**src/rtl/pcs_pkg.sv**
```systemverilog
`timescale 1ns/1ps
package pcs_pkg;
    typedef enum logic [1:0] {
        FLOW_SEQ  = 2'd0,
        FLOW_BR   = 2'd1,
        FLOW_JABS = 2'd2,
        FLOW_JREG = 2'd3
    } flow_e;

    localparam int OFF_W   = 16;
    localparam int INSN_B  = 4;
endpackage

```
**src/rtl/pcs_target.sv**
```systemverilog
`timescale 1ns/1ps
module pcs_target
    import pcs_pkg::*;
#(
    parameter int XLEN = 32
) (
    input  logic [XLEN-1:0]   npc_i,
    input  flow_e             flow_i,
    input  logic              taken_i,
    input  logic [OFF_W-1:0]  offset_i,
    input  logic [XLEN-7:0]   jidx_i,
    input  logic [XLEN-1:0]   jreg_i,
    output logic [XLEN-1:0]   seq_o,
    output logic [XLEN-1:0]   nnpc_o
);
    localparam int SEXT_W = XLEN - OFF_W - 2;

    logic [XLEN-1:0] br_disp;

    always_comb begin
        seq_o   = npc_i + XLEN'(INSN_B);
        br_disp = {{SEXT_W{offset_i[OFF_W-1]}}, offset_i, 2'b00};
        unique case (flow_i)
            FLOW_BR:   nnpc_o = taken_i ? (npc_i + br_disp) : seq_o;
            FLOW_JABS: nnpc_o = {seq_o[XLEN-1:XLEN-4], jidx_i, 2'b00};
            FLOW_JREG: nnpc_o = jreg_i;
            default:   nnpc_o = seq_o;
        endcase
    end
endmodule

```
**src/rtl/pcs_wb.sv**
```systemverilog
`timescale 1ns/1ps
module pcs_wb
    import pcs_pkg::*;
#(
    parameter int XLEN     = 32,
    parameter int RIDX_W   = 5,
    parameter int LINK_REG = 31
) (
    input  logic              commit_i,
    input  logic              retire_i,
    input  logic [RIDX_W-1:0] pend_idx_i,
    input  logic [XLEN-1:0]   pend_val_i,
    input  logic              link_i,
    input  flow_e             flow_i,
    input  logic [RIDX_W-1:0] link_rd_i,
    input  logic [XLEN-1:0]   link_val_i,
    output logic              ld_we_o,
    output logic [RIDX_W-1:0] ld_idx_o,
    output logic [XLEN-1:0]   ld_val_o,
    output logic              lk_we_o,
    output logic [RIDX_W-1:0] lk_idx_o,
    output logic [XLEN-1:0]   lk_val_o
);
    logic lk_clash;

    always_comb begin
        ld_idx_o = pend_idx_i;
        ld_val_o = pend_val_i;
        ld_we_o  = commit_i && (pend_idx_i != '0);

        lk_idx_o = (flow_i == FLOW_JREG) ? link_rd_i : RIDX_W'(LINK_REG);
        lk_val_o = link_val_i;
        lk_clash = ld_we_o && (lk_idx_o == pend_idx_i);
        lk_we_o  = retire_i && link_i && (lk_idx_o != '0) && !lk_clash;
    end
endmodule

```
**src/rtl/pc_ldcommit_seq.sv**
```systemverilog
`timescale 1ns/1ps
module pc_ldcommit_seq
    import pcs_pkg::*;
#(
    parameter int          XLEN     = 32,
    parameter int          NREG     = 32,
    parameter logic [31:0] RESET_PC = 32'h0000_1000,
    parameter int          RIDX_W   = $clog2(NREG)
) (
    input  logic              clk,
    input  logic              rst_n,
    input  logic              done_i,
    input  logic              abort_i,
    input  logic [1:0]        flow_i,
    input  logic              taken_i,
    input  logic              link_i,
    input  logic [RIDX_W-1:0] link_rd_i,
    input  logic [15:0]       offset_i,
    input  logic [XLEN-7:0]   jidx_i,
    input  logic [XLEN-1:0]   jreg_i,
    input  logic [RIDX_W-1:0] ld_idx_i,
    input  logic [XLEN-1:0]   ld_val_i,
    output logic              ld_we_o,
    output logic [RIDX_W-1:0] ld_widx_o,
    output logic [XLEN-1:0]   ld_wval_o,
    output logic              lk_we_o,
    output logic [RIDX_W-1:0] lk_widx_o,
    output logic [XLEN-1:0]   lk_wval_o,
    output logic [XLEN-1:0]   ppc_o,
    output logic [XLEN-1:0]   pc_o,
    output logic [XLEN-1:0]   npc_o
);
    localparam logic [XLEN-1:0] PC0  = XLEN'(RESET_PC);
    localparam logic [XLEN-1:0] NPC0 = PC0 + XLEN'(INSN_B);

    typedef struct packed {
        logic [XLEN-1:0]   ppc;
        logic [XLEN-1:0]   pc;
        logic [XLEN-1:0]   npc;
        logic [RIDX_W-1:0] pd_idx;
        logic [XLEN-1:0]   pd_val;
    } seq_st_t;

    seq_st_t st_d, st_q;
    flow_e   flow;
    logic    retire, commit;
    logic [XLEN-1:0] seq_pc, nnpc;

    assign flow   = flow_e'(flow_i);
    assign retire = done_i && !abort_i;
    assign commit = done_i || abort_i;

    pcs_target #(.XLEN(XLEN)) u_target (
        .npc_i    (st_q.npc),
        .flow_i   (flow),
        .taken_i  (taken_i),
        .offset_i (offset_i),
        .jidx_i   (jidx_i),
        .jreg_i   (jreg_i),
        .seq_o    (seq_pc),
        .nnpc_o   (nnpc)
    );

    pcs_wb #(.XLEN(XLEN), .RIDX_W(RIDX_W), .LINK_REG(NREG-1)) u_wb (
        .commit_i   (commit),
        .retire_i   (retire),
        .pend_idx_i (st_q.pd_idx),
        .pend_val_i (st_q.pd_val),
        .link_i     (link_i),
        .flow_i     (flow),
        .link_rd_i  (link_rd_i),
        .link_val_i (seq_pc),
        .ld_we_o    (ld_we_o),
        .ld_idx_o   (ld_widx_o),
        .ld_val_o   (ld_wval_o),
        .lk_we_o    (lk_we_o),
        .lk_idx_o   (lk_widx_o),
        .lk_val_o   (lk_wval_o)
    );

    always_comb begin
        st_d = st_q;
        if (abort_i) begin
            st_d.pd_idx = '0;
            st_d.pd_val = '0;
        end else if (done_i) begin
            st_d.ppc    = st_q.pc;
            st_d.pc     = st_q.npc;
            st_d.npc    = nnpc;
            st_d.pd_idx = ld_idx_i;
            st_d.pd_val = ld_val_i;
        end
    end

    always_ff @(posedge clk or negedge rst_n) begin
        if (!rst_n) begin
            st_q.ppc    <= PC0;
            st_q.pc     <= PC0;
            st_q.npc    <= NPC0;
            st_q.pd_idx <= '0;
            st_q.pd_val <= '0;
        end else begin
            st_q <= st_d;
        end
    end

    assign ppc_o = st_q.ppc;
    assign pc_o  = st_q.pc;
    assign npc_o = st_q.npc;
endmodule

```
**config.mk**
```make
export PLATFORM = sky130hd
export DESIGN_NAME = pc_ldcommit_seq
export DESIGN_NICKNAME = d
export VERILOG_FILES = /design/src/rtl/pcs_pkg.sv /design/src/rtl/pcs_target.sv /design/src/rtl/pcs_wb.sv /design/src/rtl/pc_ldcommit_seq.sv
export SDC_FILE = /design/constraint.sdc
export NUM_CORES = 1
export LEC_CHECK = 0
export ABC_CLOCK_PERIOD_IN_PS = 4900
export CORE_ASPECT_RATIO = 1.1
export CORE_MARGIN = 2
export CORE_UTILIZATION = 49
export DETAILED_ROUTE_END_ITERATION = 12
export PLACE_DENSITY = 0.87
export SLEW_MARGIN = 20
export SYNTH_ARGS = -nofsm -noshare
export SYNTH_HDL_FRONTEND = slang
export SYNTH_SLANG_ARGS = --single-unit
```
**constraint.sdc**
```tcl
create_clock -name clk -period 4.9 [get_ports clk]
set_input_delay 0.735 -clock clk [delete_from_list [all_inputs] [get_ports clk]]
set_output_delay 0.735 -clock clk [all_outputs]
set_load 0.005 [all_outputs]
```
==> results of run 1 <==
[registers in the layout (all words and copies together), names as in the netlist]
name	flops
npc_o	32
pc_o	32
st_q	37
ppc_o	32
[kinds of logic after synthesis]
kind of cell	synth area share
buffers and inverters	0.0409
adders and majority gates	0.0484
muxes	0.0797
and+or+nand+nor	0.217
DFF	0.408
xor gates and xnor gates	0.0600
AOI/OAI and AO/OA	0.146
[worst max path at each step]
stage / from / end
floorplan: offset_i[0] / npc_o[20]
detailed placement: offset_i[0] / npc_o[22]
finish: npc_o[2] / lk_wval_o[27]
CTS: npc_o[2] / lk_wval_o[27]
global placement: offset_i[0] / npc_o[22]
global route: npc_o[3] / lk_wval_o[27]
[through the flow]
| step | power (mW) | utilization | worst slack [ps] | std cells | cell area [um^2] |
|---|---|---|---|---|---|
| after floorplan | 2.29 | - | 1860 | 946 | 8170 |
| after global placement | 3.17 | 0.686 | 1150 | 1398 | 11200 |
| after detailed placement | 3.20 | 0.686 | 1060 | 1398 | 11200 |
| after CTS | 4.66 | 0.726 | 842 | 1430 | 11800 |
| after global routing | 4.89 | 0.726 | 665 | 1430 | 11800 |
| final | 4.66 | 0.726 | 809 | 1430 | 11800 |
[synth_stat cells, types with 4 or more instances]
library cell	number
o21bai_1	6
dfstp_2	4
inv_1	14
nand2_1	253
dfrtp_1	129
xor2_1	23
xnor2_1	33
ha_1	30
nand2b_1	7
o21ai_0	51
and2_1	7
nor3_1	6
nand4_1	8
mux2i_1	56
nor2_1	66
a21o_1	19
o221ai_1	6
buf_6	4
mux2_2	8
a221oi_1	7
o31ai_1	7
buf_1	7
nor2b_1	5
clkbuf_1	39
nand3_1	18
a211oi_1	6
a31oi_1	9
and3_1	10
a21oi_1	45
and4_1	7
[power by group through the flow]
stage / logic [mW] / registers, mW / clock network, mW
floorplan: 0.791 / 1.50 / 0
global placement: 1.63 / 1.54 / 0
detailed placement: 1.65 / 1.55 / 0
CTS: 1.66 / 1.54 / 1.46
global route: 1.81 / 1.57 / 1.51
finish: 1.67 / 1.55 / 1.44
[metal layers]
metal,GRT usage,vias up
met5,0,-
met4,0.149,0
met3,0.0673,75
met2,0.561,434
met1,0.407,3924
li1,-,3818
[layout make-up]
| class | instances | area (um^2) | share of cell area |
|---|---|---|---|
| tap | 204 | 255 | 0.0216 |
| clock buffer | 19 | 443 | 0.0374 |
| sequential | 133 | 3330 | 0.281 |
| clock inverter | 13 | 219 | 0.0185 |
| timing repair buffer | 304 | 3020 | 0.255 |
| inverter | 14 | 52.6 | 0.00444 |
| multi-input combinational | 743 | 4520 | 0.381 |
==> impl_metrics.json, run 1 <==
{
  "grt_pass1_vias": 8148,
  "synth.net_count": 1101,
  "portBuffers": 295,
  "slew_violations": 0,
  "final_cell_mix": "292 x clkdlybuf4s50_1, 253 x nand2_1, 129 x dfrtp_1, 66 x nor2_1, 56 x mux2i_1",
  "r2r-start": "npc_o[2]",
  "cts_tree": "done",
  "power.net_switching_mw": 1.54,
  "cp-end-kind": "output port",
  "fillers": 1245,
  "met3_length_um": 2420,
  "slowest_delay_ps": 610,
  "min-delay-path-class": "input pin to async pin",
  "fin_setup_tns_ps": 0,
  "clk_latency_ps": 430,
  "drc": 0,
  "num_rows": 49,
  "wl_met2_um": 14500,
  "netlist_area_um2": 8170,
  "htree_num_levels": 4,
  "ir_drop_mv": 0.343,
  "crit_cells": 8,
  "vias": 8251,
  "cts-buffers-inserted": 17,
  "hold_ws_ps": 397,
  "p_leak_nw": 5.48,
  "pwr-share-clk": 0.309,
  "routed_wirelength_um": 29200,
  "synth_top_area_frac": 0.395,
  "maxSlewHeadroom": 0.393,
  "synth_cell_types": 61,
  "synthCells": 946,
  "worst_ep_required_time_ps": 4160,
  "cpMostUsedCell": "and3_1",
  "io_pins": 296,
  "grt_pass1_wl_um": 45700,
  "clk_path_buf_depth": 2,
  "antenna_found_initial": 0,
  "path_class": "flip-flop to output port",
  "outcome": "complete, no violations",
  "start_util": 0.501,
  "critical_path.max_fanout": 9,
  "cp_top_family": "simple AND/OR/NAND/NOR gates",
  "vias_per_cell": 5.77,
  "cts.sinks": 133,
  "skew_ps": 12.4,
  "synth-edff-count": 0,
  "crit_arrival_ps": 3360,
  "syn-mean-instance-area_um2": 8.63,
  "finalSetupViolCount": 0,
  "hold_viol": 0,
  "track_usage": 0.331,
  "ys_warn_count": 0,
  "synth-main-ff-cell": "dfrtp_1",
  "crit_buf_inv": 1,
  "r2r_cells": 11,
  "rsz0062_at_grt": "no",
  "comb_power_share": 0.359,
  "drt_iter0_markers": 688,
  "power_density_nw_per_um2": 393,
  "core-area_um2": 16300,
  "die_area_um2": 17700,
  "gp_congestion": 0.942,
  "cts_hold_buf": 0,
  "cts_resized": 0,
  "die_x_um": 127,
  "dp_hpwl_um": 21500,
  "ys_seq_area_frac": 0.408,
  "drt-met1-wl_um": 11100,
  "crit_slowest_cell": "dfstp_2",
  "grt_max_degree": 91,
  "root_buffer": "clkbuf_16",
  "final_nets": 1368,
  "drt_pass1_iterations": 5,
  "tightest_slew_ps": 911,
  "die-height_um": 139,
  "max_freq_mhz": 244,
  "maxCapViolCount": 0,
  "path_clk_slew_ps": 60,
  "synthToLayoutAreaGrowth_pct": 45.0,
  "path_cells": "nand3_1 > nor2_8 > and3_1 > and3_1 > nand3_4 > nor2_1 > xor2_1 > clkdlybuf4s50_1",
  "layout_commonest_cell": "clkdlybuf4s50_1",
  "async_flop_share": 1.00,
  "rrSetupSlack_ps": 1820,
  "internal_power_mw": 3.12,
  "top_layer": "met4",
  "yosys_register_bits": 133,
  "synth_area_leaders": "dfrtp_1 40%, nand2_1 12%, mux2i_1 6.9%, ha_1 4.6%, xnor2_1 3.5%",
  "p_sw_frac": 0.330,
  "timing.rr.end": "npc_o[20]",
  "seqPwrFrac": 0.332,
  "wl_per_cell_um": 20.4,
  "diodes": 0,
  "gr-total-overflow": 0,
  "postRouteAntennaNets": 0,
  "drive_gt1_frac": 0.0538,
  "worst_setup_path_start_kind": "flip-flop",
  "period_minus_slack_ps": 4090,
  "cts_setup_buffers": 0,
  "period_share": 0.835,
  "yosysTopAreaCell": "dfrtp_1"
}
(Power assumes the default switching activity.)
==> run 2, diff against run 1 <==
--- a/config.mk
+++ b/config.mk
@@ -5,12 +5,12 @@
 export SDC_FILE = /design/constraint.sdc
 export NUM_CORES = 1
 export LEC_CHECK = 0
-export ABC_CLOCK_PERIOD_IN_PS = 4900
+export ABC_CLOCK_PERIOD_IN_PS = 3700
 export CORE_ASPECT_RATIO = 1.1
 export CORE_MARGIN = 2
-export CORE_UTILIZATION = 49
+export CORE_UTILIZATION = 41
 export DETAILED_ROUTE_END_ITERATION = 12
-export PLACE_DENSITY = 0.87
+export PLACE_DENSITY = 0.77
 export SLEW_MARGIN = 20
 export SYNTH_ARGS = -nofsm -noshare
 export SYNTH_HDL_FRONTEND = slang
==> constraint.sdc (replaced) <==
create_clock -name clk -period 3.7 [get_ports clk]
set_input_delay 0.555 -clock clk [delete_from_list [all_inputs] [get_ports clk]]
set_output_delay 0.555 -clock clk [all_outputs]
set_load 0.005 [all_outputs]
==> impl_metrics.json, run 2 (same netlist as run 1, synthesis figures left out) <==
{
  "outcome": "complete, no violations",
  "synthToLayoutAreaGrowth_pct": 47.3,
  "power_density_nw_per_um2": 497,
  "maxSlewHeadroom": 0.452,
  "p_leak_nw": 5.56,
  "worst_ep_required_time_ps": 3140,
  "die_area_um2": 21100,
  "dpl.cell_count": 1468,
  "period_share": 0.952,
  "postRouteAntennaNets": 0,
  "drt_iter0_markers": 639,
  "tightest_slew_ps": 822,
  "worst_setup_path_start_kind": "flip-flop",
  "cts_setup_buffers": 0,
  "critical_path.max_fanout": 7,
  "drive_gt1_frac": 0.0729,
  "path_class": "flip-flop to output port",
  "rsz0062_at_grt": "yes",
  "die_x_um": 139,
  "final_cell_mix": "292 x clkdlybuf4s50_1, 253 x nand2_1, 129 x dfrtp_1, 65 x nor2_1, 56 x mux2i_1",
  "path_clk_slew_ps": 70,
  "max_freq_mhz": 284,
  "antenna_found_initial": 1,
  "grt_pass1_wl_um": 45400,
  "cp-end-kind": "output port",
  "wl_per_cell_um": 19.2,
  "timing.rr.end": "npc_o[28]",
  "cts-buffers-inserted": 17,
  "cts_resized": 0,
  "hold_viol": 0,
  "maxCapViolCount": 0,
  "routed_wirelength_um": 28800,
  "vias_per_cell": 5.52,
  "wl_met2_um": 14000,
  "start_util": 0.415,
  "finalSetupViolCount": 0,
  "rrSetupSlack_ps": 630,
  "grt_pass1_vias": 7921,
  "hold_ws_ps": 208,
  "skew_ps": 11.5,
  "top_layer": "met4",
  "grt_max_degree": 87,
  "gp_congestion": 0.962,
  "drt-met1-wl_um": 11700,
  "core-area_um2": 19700,
  "cts_hold_buf": 0,
  "fillers": 1749,
  "largest_reg_flops": 37,
  "regMostFlops": "st_q",
  "fin_cells": 1501,
  "root_buffer": "clkbuf_16",
  "htree_num_levels": 4,
  "slew_violations": 0,
  "crit_arrival_ps": 2970,
  "portBuffers": 295,
  "ir_drop_mv": 0.360,
  "clk_path_buf_depth": 2,
  "vias": 8284,
  "gr-total-overflow": 0,
  "dp_hpwl_um": 21700,
  "drc": 0,
  "layout_commonest_cell": "clkdlybuf4s50_1",
  "clk_latency_ps": 420,
  "r2r_cells": 11,
  "final_nets": 1390,
  "r2r-start": "npc_o[2]",
  "drt_pass1_iterations": 5,
  "period_minus_slack_ps": 3520,
  "io_pins": 296,
  "die-height_um": 152,
  "track_usage": 0.272,
  "cts_tree": "done",
  "cts.sinks": 133,
  "min-delay-path-class": "input pin to async pin",
  "num_rows": 54,
  "met3_length_um": 2050
}
-- run 2: cell count changes in the layout (fill, tap and decap cells not counted) --
cell | before | now
and3_1 | 10 | 9
and3_4 | 0 | 1
buf_12 | 1 | 3
buf_4 | 8 | 28
bufinv_16 | 5 | 1
clkbuf_1 | 1 | 0
clkbuf_8 | 1 | 0
clkinvlp_4 | 0 | 1
diode_2 | 0 | 1
inv_6 | 4 | 6
inv_8 | 1 | 4
nor2_1 | 66 | 65
nor2_4 | 0 | 1
-- run 2: critical path, cell delays in order (launching register included) --
cell and delay [ps]:
dfstp_2 600, ha_1 200, nand3_1 160, nor2_4 180
and3_4 280, and4_1 240, nand4_1 180, xnor2_1 200
clkdlybuf4s50_1 520
-- run 2: routing by layer --
layer | track usage | vias to the layer above
li1 | - | 3850
met2 | 0.452 | 404
met1 | 0.353 | 3966
met4 | 0.0986 | 0
met3 | 0.0570 | 64
met5 | 0 | -
-- run 2: through the flow --
step           setup WS, ps  cell area [um^2]  power [mW]   util  setup TNS [ps]
6_report                177             12000        5.98  0.612               0
5_1_grt               -6.98             12000        6.31  0.612           -6.98
4_1_cts                26.7             12000        6.00  0.611               0
3_5_place_dp            119             11400        4.30  0.581               0
3_3_place_gp            238             11400        4.26  0.581               0
2_1_floorplan           842              8170        3.03      -               0
-- run 2: final cells by class --
| type | count | area [um^2] | share of cell area |
|---|---|---|---|
| clock buffer | 17 | 425 | 0.0354 |
| inverter | 14 | 52.6 | 0.00437 |
| tap | 252 | 315 | 0.0262 |
| sequential | 133 | 3330 | 0.277 |
| timing repair buffer | 326 | 3210 | 0.267 |
| multi-input combinational | 743 | 4530 | 0.376 |
| clock inverter | 15 | 158 | 0.0131 |
| antenna | 1 | 2.50 | 0.000208 |
-- run 2: worst max path at each step --
| stage | startpoint | to | cells after the start |
|---|---|---|---|
| detailed placement | offset_i[0] | npc_o[20] | 12 |
| CTS | npc_o[2] | lk_wval_o[24] | 8 |
| finish | npc_o[2] | lk_wval_o[24] | 8 |
| global route | npc_o[2] | lk_wval_o[24] | 8 |
| global placement | offset_i[0] | npc_o[20] | 12 |
| floorplan | offset_i[0] | npc_o[20] | 11 |
-- run 2: power by group --
group,internal (mW),switching (mW),leakage [nW]
clock,0.956,0.723,0.287
combinational,1.24,1.07,3.57
sequential,1.71,0.275,1.70
total,3.91,2.07,5.56
